===== config.mk =====
export PLATFORM = sky130hd
export DESIGN_NAME = stride_seq
export DESIGN_NICKNAME = d
export VERILOG_FILES = /design/src/rtl/siseq_pkg.sv /design/src/rtl/siseq_count.sv /design/src/rtl/siseq_addr.sv /design/src/rtl/stride_seq.sv
export SDC_FILE = /design/constraint.sdc
export NUM_CORES = 1
export LEC_CHECK = 0
export BUFFER_PORTS_ARGS = -buffer_cell sky130_fd_sc_hd__buf_2
export CORE_UTILIZATION = 24
export CTS_CLUSTER_SIZE = 12
export DETAILED_ROUTE_END_ITERATION = 8
export PLACE_DENSITY = 0.55
export SLEW_MARGIN = 10
export SYNTH_ARGS = -nofsm -noshare
export SYNTH_HDL_FRONTEND = slang
export SYNTH_SLANG_ARGS = --single-unit

===== constraint.sdc =====
create_clock -name clk -period 5.27 [get_ports clk]
set_input_delay 0.2635 -clock clk [delete_from_list [all_inputs] [get_ports clk]]
set_output_delay 0.2635 -clock clk [all_outputs]
set_load 0.02 [all_outputs]

===== src/rtl/siseq_pkg.sv =====
package siseq_pkg;
  localparam int QW_BYTES = 16;
  localparam int QW_SHIFT = 4;
  localparam int FIELD_W  = 8;

  typedef struct packed {
    logic [FIELD_W-1:0] skip;
    logic [FIELD_W-1:0] tlen;
  } stride_t;

  function automatic stride_t unpack_stride(input logic [31:0] word);
    stride_t s;
    s.skip = word[7:0];
    s.tlen = word[23:16];
    return s;
  endfunction
endpackage


===== src/rtl/siseq_count.sv =====
module siseq_count
  import siseq_pkg::*;
#(
  parameter int QWC_W = 16
) (
  input  logic               clk,
  input  logic               rst,
  input  logic               load,
  input  logic [QWC_W-1:0]   total,
  input  logic [FIELD_W-1:0] tlen,
  input  logic               step,
  output logic [QWC_W-1:0]   rem,
  output logic               chunk_end
);
  logic [QWC_W-1:0] clen_q;
  logic [QWC_W-1:0] tlen_q;
  logic [QWC_W-1:0] eff_len;

  always_comb begin
    eff_len = (tlen == '0) ? total : QWC_W'(tlen);
  end

  always_ff @(posedge clk) begin
    if (rst) begin
      rem    <= '0;
      clen_q <= '0;
      tlen_q <= '0;
    end else if (load) begin
      rem    <= total;
      clen_q <= eff_len;
      tlen_q <= eff_len;
    end else if (step) begin
      rem    <= rem - QWC_W'(1);
      clen_q <= (clen_q == QWC_W'(1)) ? tlen_q : clen_q - QWC_W'(1);
    end
  end

  assign chunk_end = (clen_q == QWC_W'(1));
endmodule


===== src/rtl/siseq_addr.sv =====
module siseq_addr
  import siseq_pkg::*;
#(
  parameter int ADDR_W = 32,
  parameter int SPAD_W = 14
) (
  input  logic               clk,
  input  logic               rst,
  input  logic               load,
  input  logic [ADDR_W-1:0]  main_in,
  input  logic [SPAD_W-1:0]  spad_in,
  input  logic [FIELD_W-1:0] skip_in,
  input  logic               step,
  input  logic               chunk_end,
  output logic [ADDR_W-1:0]  main_q,
  output logic [SPAD_W-1:0]  spad_q
);
  logic [FIELD_W-1:0] skip_q;
  logic [ADDR_W-1:0]  gap;

  always_comb begin
    gap = chunk_end ? (ADDR_W'(skip_q) << QW_SHIFT) : '0;
  end

  always_ff @(posedge clk) begin
    if (rst) begin
      main_q <= '0;
      spad_q <= '0;
      skip_q <= '0;
    end else if (load) begin
      main_q <= main_in;
      spad_q <= spad_in;
      skip_q <= skip_in;
    end else if (step) begin
      main_q <= main_q + ADDR_W'(QW_BYTES) + gap;
      spad_q <= spad_q + SPAD_W'(QW_BYTES);
    end
  end
endmodule


===== src/rtl/stride_seq.sv =====
module stride_seq
  import siseq_pkg::*;
#(
  parameter int QWC_W  = 16,
  parameter int ADDR_W = 32,
  parameter int SPAD_W = 14
) (
  input  logic              clk,
  input  logic              rst,
  input  logic              start,
  input  logic              dir,
  input  logic [QWC_W-1:0]  total_qwc,
  input  logic [ADDR_W-1:0] main_start,
  input  logic [SPAD_W-1:0] spad_start,
  input  logic [31:0]       stride,
  input  logic              ready,
  output logic              out_valid,
  output logic [ADDR_W-1:0] src_addr,
  output logic [ADDR_W-1:0] dst_addr,
  output logic              busy,
  output logic              done,
  output logic [QWC_W-1:0]  remaining
);
  stride_t           fields;
  logic              load;
  logic              step;
  logic              chunk_end;
  logic              dir_q;
  logic [ADDR_W-1:0] main_q;
  logic [SPAD_W-1:0] spad_q;
  logic [ADDR_W-1:0] spad_ext;

  assign fields    = unpack_stride(stride);
  assign busy      = (remaining != '0);
  assign out_valid = busy;
  assign load      = start & ~busy;
  assign step      = out_valid & ready;
  assign spad_ext  = ADDR_W'(spad_q);

  siseq_count #(.QWC_W(QWC_W)) u_count (
    .clk       (clk),
    .rst       (rst),
    .load      (load),
    .total     (total_qwc),
    .tlen      (fields.tlen),
    .step      (step),
    .rem       (remaining),
    .chunk_end (chunk_end)
  );

  siseq_addr #(.ADDR_W(ADDR_W), .SPAD_W(SPAD_W)) u_addr (
    .clk       (clk),
    .rst       (rst),
    .load      (load),
    .main_in   (main_start),
    .spad_in   (spad_start),
    .skip_in   (fields.skip),
    .step      (step),
    .chunk_end (chunk_end),
    .main_q    (main_q),
    .spad_q    (spad_q)
  );

  always_ff @(posedge clk) begin
    if (rst) begin
      dir_q <= 1'b0;
      done  <= 1'b0;
    end else begin
      if (load) dir_q <= dir;
      done <= (load && total_qwc == '0) || (step && remaining == QWC_W'(1));
    end
  end

  always_comb begin
    if (dir_q) begin
      src_addr = spad_ext;
      dst_addr = main_q;
    end else begin
      src_addr = main_q;
      dst_addr = spad_ext;
    end
  end
endmodule


==> flow_metrics.tcl, run 1 <==
set metrics [dict create \
    wl_per_cell_um 16.55 \
    grt_pass1_vias 5761 \
    finalMaxSlewViolations 0 \
    fp.dieW_um 164.2 \
    fmaxAchievable_mhz 229.2 \
    avgSynthCellArea_um2 7.856 \
    gp_congestion 0.8150 \
    p_leak_nw 3.185 \
    ys.flop_type "dfxtp_1" \
    critical_path_class "reg -> reg" \
    diodes 0 \
    grt_pass1_wl_um 32340 \
    drive_gt1_share_pct 24.57 \
    path_buf_inv 3 \
    cts.sinks 104 \
    clockRootBuffer "clkbuf_16" \
    worst_path_max_delay_cell "or3b_1" \
    dieArea_um2 26970 \
    slew_headroom_pct 27.94 \
    timing.rr.start "u_count.clen_q[12]$_SDFFE_PP0P_" \
    synth-seq-cells 104 \
    worstPathMaxFanout 11 \
    whs_ps 145.0 \
    port_buffers 165 \
    synth_top_family_by_area "simple AND/OR/NAND/NOR gates" \
    clock_skew_ps 5.148 \
    clockBufferDepth 2 \
    hold_path_depth 3 \
    powerDensity_nw_per_um2 529.1 \
    yosys_warnings 0 \
    regToRegEndpoint "u_addr.main_q[29]$_SDFFE_PP0P_" \
    layoutNonFillerInstCount 1275 \
    drt-pass1-iter-count 5 \
    final_nets 1056 \
    synth_compound_area_share_pct 20.38 \
    synth_edf_count 0 \
    yosys.area_share.simple_pct 27.99 \
    antenna_found_initial 0 \
    syn-instance-count 804 \
    tightest_slew_ps 1075 \
    utilization_pct 29.84 \
    grt_max_degree 75 \
    postRouteAntennaNets 0 \
    synth_adder_area_share_pct 4.477 \
    synth_nets 925 \
    path_delay_family "simple AND/OR/NAND/NOR gates" \
    rsz0062_at_grt "no" \
    viasPerCell 4.965 \
    num_io_pins 182 \
    worstSkewPairLatency_ps 360 \
    fin_crit_sh_pct 82.78 \
    drc 0 \
    h-tree-depth 3 \
    finalSetupViolations 0 \
    syn_to_final_growth_pct 22.42 \
    clk_pin_slew_ps 70 \
    fp.dieH_um 164.2 \
    crit_path_end_kind "flop" \
    cts_resized 0 \
    postCtsSetupBuffers 0 \
    crit_path_start_kind "flop" \
    cts_tree "built" \
    vias 6331 \
    numCtsBuffers 9 \
    async_flop_share_pct 0 \
    hold_buffers 0 \
    worstPathRequired_ps 5550 \
    stdcell_area_um2 7732 \
    synth_seq_area_share_pct 32.96 \
    initial_utilization_pct 24.38 \
    num_rows 59 \
    hold_viol_final 0 \
    dp_hpwl_um 15480 \
    placed_area_um2 7431 \
    power_mw 4.091 \
    synth_xor_area_share_pct 3.883 \
    reg2reg_slack_ps 910 \
    outcome "completed" \
    reg2regPathDepth 16 \
    drt_wl_total_um 21110 \
    period_minus_slack_ps 4362 \
    cp_slowest_stage_delay_ps 550 \
    min_from "dir" \
    min_delay_worst_endpoint "dir_q$_SDFFE_PP0P_" \
    worst_slack_ps 907.7 \
    yosys-mux-area-fraction_pct 5.784 \
    drt_iter0_drc 438 \
    syn-cell-area_um2 6316 \
    hold_path.class "in -> reg" \
    cp_cell_sequence "or3_1 > or3b_1 > nor2_1 > buf_4 > nand2_1 > ha_1 > inv_1 > ha_1 > inv_1 > fa_1 > nand2b_1 > a21oi_1 > a21oi_1 > nor4b_1 > xnor2_1 > a211oi_1" \
    gr-total-overflow 0 \
    fin_setup_tns_ps 0 \
    core_um2 25910 \
    ys_types 65 \
    worstPathArrival_ps 4640 \
    grt_util_all_layers_pct 15.52 \
    maxCapViolCount 0 \
    peakVddDrop_uv 277.1 \
    preCtsSetupSlack_ps 917.2 \
    placedCellCount 1259 \
]
==> cell usage after synthesis (all sizes together) (9+ instances only) <==
| cell type | number | area (um^2) |
|---|---|---|
| dfxtp | 104 | 2082 |
| nand2 | 99 | 371.6 |
| a21oi | 79 | 395.4 |
| nor2 | 69 | 259.0 |
| clkbuf | 43 | 161.4 |
| a211oi | 36 | 270.3 |
| and2 | 29 | 181.4 |
| mux2 | 28 | 315.3 |
| nand3 | 26 | 130.1 |
| nor3 | 23 | 120.1 |
| o21ai | 23 | 115.1 |
| nor2b | 22 | 137.6 |
| nor4 | 22 | 165.2 |
| ha | 21 | 262.8 |
| buf | 14 | 75.07 |
| o211ai | 14 | 105.1 |
| xnor2 | 14 | 122.6 |
| xor2 | 14 | 122.6 |
| inv | 13 | 48.80 |
| or3 | 10 | 63.81 |
| and3 | 9 | 56.30 |
==> layer usage <==
metal | routed length, um | vias up | track usage (%)
li1 | - | 3168 | -
met1 | 10370 | 2968 | 21.96
met2 | 9312 | 178 | 23.97
met3 | 1162 | 17 | 3.081
met4 | 265 | 0 | 3.535
met5 | 0 | - | 0
==> logic make-up (layout without fill, tap and decap cells) <==
logic type / after synthesis / in the layout
AND/OR/NAND/NOR: 344 / 344
AO/OA/AOI/OAI: 203 / 203
flip-flops: 104 / 104
buffers and inverters: 70 / 206
multiplexers: 33 / 33
XOR/XNOR: 28 / 28
adder cells (fa/ha/maj): 22 / 22
==> registers in the layout, summed over array words and instances, names as in the netlist <==
signal          flops
u_addr.main_q      32
u_count.clen_q     16
u_count.rem        16
u_count.tlen_q     16
u_addr.spad_q      14
u_addr.skip_q       8
dir_q               1
done                1
==> cell usage in the layout, fill, tap and decap left out, drive strengths merged, types with 3 or more instances in the layout <==
cell,instances
buf,177
dfxtp,104
nand2,99
a21oi,79
nor2,69
a211oi,36
and2,29
mux2,28
nand3,26
o21ai,23
nor3,23
nor2b,22
nor4,22
ha,21
xor2,14
xnor2,14
o211ai,14
clkbuf,14
inv,13
or3,10
and3,9
a31oi,8
a311oi,8
nand4,6
or4,6
o21a,6
mux2i,5
a22oi,4
a221oi,4
nor3b,4
a21o,4
and4,4
nor4b,3
o31ai,3
==> layout make-up <==
class	instances	area (um^2)
Fill cell	2803	18180
Multi-Input combinational cell	630	3961
Sequential cell	104	2083
Timing Repair Buffer	177	918.4
Tap cell	335	419.2
Clock buffer	14	264.0
Inverter	13	48.80
Clock inverter	2	37.54
==> worst max path at each step <==
stage	start	to	slack, ps	cells past startpoint
after floorplan	u_count.clen_q[12]$_SDFFE_PP0P_	u_addr.main_q[26]$_SDFFE_PP0P_	1240	14
after global placement	u_count.clen_q[12]$_SDFFE_PP0P_	u_addr.main_q[31]$_SDFFE_PP0P_	940	16
after detailed placement	u_count.clen_q[12]$_SDFFE_PP0P_	u_addr.main_q[29]$_SDFFE_PP0P_	920	16
after CTS	u_count.clen_q[12]$_SDFFE_PP0P_	u_addr.main_q[29]$_SDFFE_PP0P_	900	16
after global routing	u_count.clen_q[12]$_SDFFE_PP0P_	u_addr.main_q[31]$_SDFFE_PP0P_	580	16
final	u_count.clen_q[12]$_SDFFE_PP0P_	u_addr.main_q[29]$_SDFFE_PP0P_	910	16
==> power by group <==
group / switching (mW) / internal [mW] / leakage, nW / total, mW
clock network: 0.310 / 0.396 / 0.143 / 0.706
logic: 1.25 / 0.795 / 2.19 / 2.04
registers: 0.316 / 1.03 / 0.849 / 1.34
==> tightest hold or removal path, cell delays in order <==
cell	delay, ps
buf_2	100
nand2_1	50
a21oi_1	60
Power figures use the tool's default switching activity.
==> run 2: changes to the inputs <==
--- a/config.mk
+++ b/config.mk
@@ -5,11 +5,12 @@
 export SDC_FILE = /design/constraint.sdc
 export NUM_CORES = 1
 export LEC_CHECK = 0
+export ABC_AREA = 1
 export BUFFER_PORTS_ARGS = -buffer_cell sky130_fd_sc_hd__buf_2
 export CORE_UTILIZATION = 24
 export CTS_CLUSTER_SIZE = 12
 export DETAILED_ROUTE_END_ITERATION = 8
-export PLACE_DENSITY = 0.55
+export PLACE_DENSITY = 0.54
 export SLEW_MARGIN = 10
 export SYNTH_ARGS = -nofsm -noshare
 export SYNTH_HDL_FRONTEND = slang
==> constraint.sdc (replaced) <==
create_clock -name clk -period 4.1 [get_ports clk]
set_input_delay 0.205 -clock clk [delete_from_list [all_inputs] [get_ports clk]]
set_output_delay 0.205 -clock clk [all_outputs]
set_load 0.02 [all_outputs]
==> flow_metrics.tcl, run 2 <==
set metrics [dict create \
    outcome "completed" \
    grt_util_all_layers_pct 16.49 \
    gr-total-overflow 0 \
    ys.flop_type "dfxtp_1" \
    port_buffers 165 \
    antenna_found_initial 2 \
    hold_buffers 0 \
    reg2reg_slack_ps 840 \
    syn-instance-count 1179 \
    syn-cell-area_um2 7116 \
    numCtsBuffers 9 \
    intPower_mw 3.042 \
    synth-seq-cells 104 \
    yosysMostFrequentCell "nand2_1" \
    pwr-share-clk_pct 14.0 \
    synth_top_area_share_pct 29.26 \
    grt_pass1_vias 7323 \
    initial_utilization_pct 24.59 \
    drt_wl_total_um 25070 \
    power_mw 6.474 \
    worstPathRequired_ps 4330 \
    synth.area.top_cells "dfxtp_1 (29%), nand2_1 (18%), inv_1 (8.2%)" \
    vias 7939 \
    worstPathArrival_ps 3490 \
    clockBufferDepth 2 \
    final-seq-area_um2 2083 \
    p_sw_share_pct 53.01 \
    powerDensity_nw_per_um2 755.9 \
    dp_hpwl_um 18710 \
    timing.rr.start "u_count.clen_q[1]$_SDFFE_PP0P_" \
    finalMaxSlewViolations 0 \
    utilization_pct 29.60 \
    synthTopCellsByCount "nand2_1 (335), inv_1 (156), nor2_1 (142), dfxtp_1 (104), o21ai_0 (98)" \
    drt_iter0_drc 619 \
    async_flop_share_pct 0 \
    yosys_warnings 0 \
    hold_path.class "in -> reg" \
    drive_gt1_share_pct 16.00 \
    ys_types 39 \
    fp.dieH_um 174.2 \
    critical_path_class "reg -> reg" \
    largest_register_ffs 32 \
    cts_tree "built" \
    postRouteAntennaNets 0 \
    fp.dieW_um 174.2 \
    crit_path_start "u_count.clen_q[1]$_SDFFE_PP0P_" \
    fmaxAchievable_mhz 307.2 \
    clk_pin_slew_ps 80 \
    reg2regPathDepth 20 \
    gp_congestion 0.8915 \
    final_common_cell "nand2_1" \
    grt_max_degree 76 \
    finalSetupViolations 0 \
    cp_slowest_stage_delay_ps 410 \
    synth_nets 1300 \
    postCtsSetupBuffers 0 \
    crit_path_start_kind "flop" \
    peakVddDrop_uv 410.1 \
    crit_path_end_kind "flop" \
    drt-pass1-iter-count 7 \
    slew_headroom_pct 34.82 \
    drc 0 \
    h-tree-depth 3 \
    cp_cell_sequence "inv_1 > ha_1 > nand3_1 > nor2_1 > nand2_1 > nor2_1 > ha_1 > ha_1 > inv_1 > fa_1 > inv_1 > nand3_1 > nand3_1 > nand2_1 > nand2_1 > nand2_1 > nand2_1 > nand3_1 > nand3_1 > a21oi_1" \
    synth_edf_count 0 \
    final_nets 1435 \
    core_um2 28940 \
    num_rows 62 \
    dieArea_um2 30340 \
    regToRegEndpoint "u_addr.main_q[29]$_SDFFE_PP0P_" \
    p_comb_share_pct 59.0 \
    rsz0062_at_grt "no" \
    worst_path_max_delay_cell "fa_1" \
    yosys.area.top_type "dfxtp_1" \
    grt_pass1_wl_um 40070 \
    regMostFlops "u_addr.main_q" \
    num_io_pins 182 \
    crit_end "u_addr.main_q[29]$_SDFFE_PP0P_" \
    switching_power_mw 3.431 \
    fin_setup_tns_ps 0 \
    avgSynthCellArea_um2 6.035 \
    viasPerCell 4.656 \
    period_minus_slack_ps 3255 \
    worstPathMaxFanout 8 \
    mostFrequentLayoutCells "nand2_1 (335), buf_2 (165), inv_1 (156)" \
    cts_resized 0 \
    clock_skew_ps 18.03 \
    multiInputGateArea_um2 4182 \
    fin_crit_sh_pct 79.39 \
    synth_seq_area_share_pct 29.26 \
    clockRootBuffer "clkbuf_16" \
    maxCapViolCount 0 \
    cts.sinks 104 \
    fillers 3275 \
    p_seq_share_pct 27.0 \
    worstSkewPairLatency_ps 370 \
    syn_to_final_growth_pct 20.36 \
    tightest_slew_ps 977.7 \
    hold_viol_final 0 \
    wl_per_cell_um 14.70 \
    p_leak_nw 4.151 \
]
run 2: cell types whose count changed in the layout (fill, tap and decap cells not counted), moves of 27 or more:
cell	change
nand2_1	+236
o21ai_0	+76
a211oi_1	-31
and2_1	-27
nor2_1	+74
mux2_2	-27
nand3_1	+58
inv_1	+143
run 2: through the flow:
step                area, um^2  cells  setup slack, ps  hold WS (ps)
global route              8564   1705            487.8         98.85
floorplan                 7116   1179             1096         348.8
global placement          8258   1687            916.6         444.0
CTS                       8559   1703            808.9         81.00
detailed placement        8258   1687            865.8         452.2
finish                    8564   1705            844.8         92.73
run 2: worst min path at each step:
stage,from,end,slack [ps],depth (start not counted)
after global placement,u_addr.skip_q[1]$_SDFFE_PP0P_,u_addr.skip_q[1]$_SDFFE_PP0P_,440,2
after global routing,stride[0],u_addr.skip_q[0]$_SDFFE_PP0P_,100,3
after floorplan,stride[0],u_addr.skip_q[0]$_SDFFE_PP0P_,350,2
after CTS,stride[0],u_addr.skip_q[0]$_SDFFE_PP0P_,80,3
final,stride[0],u_addr.skip_q[0]$_SDFFE_PP0P_,90,3
after detailed placement,u_addr.skip_q[6]$_SDFFE_PP0P_,u_addr.skip_q[6]$_SDFFE_PP0P_,450,2
run 2: layout make-up:
class	instances	area share, %
multi-input cells	863	48.82
flip-flops and latches	104	24.32
repair buffers	177	10.69
inverters	159	6.969
well taps	384	5.610
clock buffers	10	2.790
clock inverters	6	0.7305
diodes	2	0.05844
run 2: metal layers:
layer,routed length (um),vias up,global-route usage [%]
li1,-,4053,-
met1,11590,3643,22.01
met2,11880,210,27.14
met3,1061,33,1.990
met4,539,0,5.958
met5,0,-,0
run 2: logic make-up after synthesis:
logic type / count (synthesis) / share of synthesized area, %
and+or+nand+nor: 608 / 35.85
AOI/OAI and AO/OA: 213 / 16.48
buffers and inverters: 212 / 11.97
DFF: 104 / 29.26
adders and majority gates: 22 / 3.974
xor gates and xnor gates: 20 / 2.462
run 2: power groups by stage:
stage,Combinational (mW),Sequential (mW),Clock [mW]
6_report,3.82,1.75,0.904
4_1_cts,3.84,1.75,0.931
2_1_floorplan,2.85,1.72,0
3_5_place_dp,3.82,1.77,0
5_1_grt,4.28,1.80,0.969
3_3_place_gp,3.80,1.76,0
run 2: worst max-delay path: cells and delay by family, from the launching register on:
kind / cells / cell delay (ps)
buf+inv: 3 / 260
flops: 1 / 390
fa+ha+maj: 4 / 1100
simple gates: 12 / 1310
compound gates: 1 / 70
==> run 3: changes to the inputs <==
==> constraint.sdc (replaced) <==
create_clock -name clk -period 3.2 [get_ports clk]
set_input_delay 0.16 -clock clk [delete_from_list [all_inputs] [get_ports clk]]
set_output_delay 0.16 -clock clk [all_outputs]
set_load 0.02 [all_outputs]
==> flow_metrics.tcl, run 3 (synthesis results as in run 2) <==
set metrics [dict create \
    num_io_pins 182 \
    wl_per_cell_um 14.81 \
    worstPathMaxFanout 6 \
    path_buf_inv 1 \
    regMostFlops "u_addr.main_q" \
    fp.dieH_um 174.2 \
    vias 7936 \
    mostFrequentLayoutCells "nand2_1 (332), buf_2 (165), inv_1 (156)" \
    outcome "completed" \
    grt_max_degree 58 \
    final_nets 1444 \
    slew_headroom_pct 57.20 \
    hold_buffers 0 \
    period_minus_slack_ps 2917 \
    placedCellCount 1696 \
    clk_pin_slew_ps 80 \
    switching_power_mw 4.430 \
    fin_setup_tns_ps 0 \
    intPower_mw 4.029 \
    p_leak_nw 4.212 \
    tightest_slew_ps 642.0 \
    critical_path_class "reg -> reg" \
    finalSetupViolations 0 \
    cts.sinks 104 \
    worstPathRequired_ps 3410 \
    reg2reg_slack_ps 280 \
    numCtsBuffers 9 \
    worst_slack_ps 282.9 \
    fp.dieW_um 174.2 \
    grt_util_all_layers_pct 16.56 \
    placed_area_um2 8338 \
    syn_to_final_growth_pct 21.93 \
    grt_pass1_wl_um 39940 \
    p_sw_share_pct 52.37 \
    grt_pass1_vias 7368 \
    drc 0 \
    fin_crit_sh_pct 91.16 \
    preCtsSetupSlack_ps 163.2 \
    hold_path.class "in -> reg" \
    cp_slowest_stage_delay_ps 390 \
    clockBufferDepth 2 \
    crit_path_start_kind "flop" \
    powerDensity_nw_per_um2 975.0 \
    dieArea_um2 30340 \
    postCtsSetupBuffers 0 \
    crit_path_end_kind "flop" \
    cp_cell_sequence "nor2_1 > nand3_1 > nor2_1 > nand2_2 > buf_4 > nor2_1 > ha_1 > ha_1 > nand2_1 > nor2_1 > nand2_1 > nand3_1 > nand2_1 > nand3_1 > nand3_1 > nand2_1 > a21oi_1" \
    viasPerCell 4.633 \
    peakVddDrop_uv 303.9 \
    num_rows 62 \
    cts_tree "built" \
    p_comb_share_pct 58.9 \
    clock_skew_ps 23.61 \
    drt-pass1-iter-count 5 \
    cts_resized 0 \
    drt_iter0_drc 526 \
    hold_viol_final 0 \
    h-tree-depth 3 \
    antenna_found_initial 1 \
    rsz0062_at_grt "no" \
    worst_path_max_delay_cell "ha_1" \
    core_um2 28940 \
    clockRootBuffer "clkbuf_16" \
    drt_wl_total_um 25370 \
    path_delay_family "simple AND/OR/NAND/NOR gates" \
    drive_gt1_share_pct 17.09 \
    port_buffers 165 \
    gr-total-overflow 0 \
    layoutNonFillerInstCount 1713 \
    pwr-share-clk_pct 14.5 \
    initial_utilization_pct 24.59 \
    dp_hpwl_um 18850 \
    p_seq_share_pct 26.6 \
    largest_register_ffs 32 \
    gp_congestion 0.8986 \
    worstPathArrival_ps 3130 \
    fmaxAchievable_mhz 342.8 \
    final_common_cell "nand2_1" \
    maxCapViolCount 0 \
    postRouteAntennaNets 0 \
    worstSkewPairLatency_ps 360 \
    stdcell_area_um2 8676 \
    finalMaxSlewViolations 0 \
]
run 3: cell count changes in the layout (fill, tap and decap cells not counted), sizes merged:
cell and delta:
buf +9, bufinv +1, clkbuf -1, clkinv -3, clkinvlp +1, diode -1, inv +2
run 3: layout make-up:
cell class,count,area [um^2]
fill,3277,20260
multi-input combinational,863,4199
sequential,104,2085
timing repair buffer,186,996.0
inverter,159,596.8
tap,384,480.5
clock buffer,9,225.2
clock inverter,7,91.34
antenna,1,2.502
run 3: power groups by stage:
stage / Sequential, mW / Combinational, mW / Clock, mW
after floorplan: 2.21 / 3.65 / 0
after global placement: 2.26 / 4.95 / 0
after detailed placement: 2.27 / 4.98 / 0
after CTS: 2.24 / 5.00 / 1.26
after global routing: 2.32 / 5.63 / 1.30
final: 2.25 / 4.98 / 1.22
run 3: worst paths after layout:
kind,cells past startpoint,to,from
setup / recovery,17,u_addr.main_q[19]$_SDFFE_PP0P_,u_count.clen_q[12]$_SDFFE_PP0P_
setup reg to reg,17,u_addr.main_q[19]$_SDFFE_PP0P_,u_count.clen_q[12]$_SDFFE_PP0P_
hold / removal,3,u_addr.skip_q[0]$_SDFFE_PP0P_,stride[0]
hold reg to reg,2,u_addr.skip_q[6]$_SDFFE_PP0P_,u_addr.skip_q[6]$_SDFFE_PP0P_
run 3: per-stage QoR:
stage               utilization, %  power (mW)  hold WS [ps]
detailed placement           28.82       7.248         423.8
floorplan                        -       5.859         303.8
CTS                          29.91       8.502         40.22
finish                       29.98       8.459         57.61
global placement             28.82       7.212         417.3
global route                 29.98       9.249         55.14
run 3: worst reg2reg max path: cells and delay by family, from the launching register on:
family | cells | cell delay [ps]
AOI/OAI and AO/OA | 1 | 60
adders and majority gates | 2 | 620
buffers and inverters | 1 | 180
DFF | 1 | 350
and+or+nand+nor | 13 | 1550
run 3: layer usage:
layer  global-route usage [%]  wire length [um]  vias to the layer above
li1                         -                 -                     4077
met1                    21.65             11700                     3623
met2                    28.02             12030                      202
met3                    2.253              1059                       34
met4                    5.117               571                        0
met5                        0                 0                        -
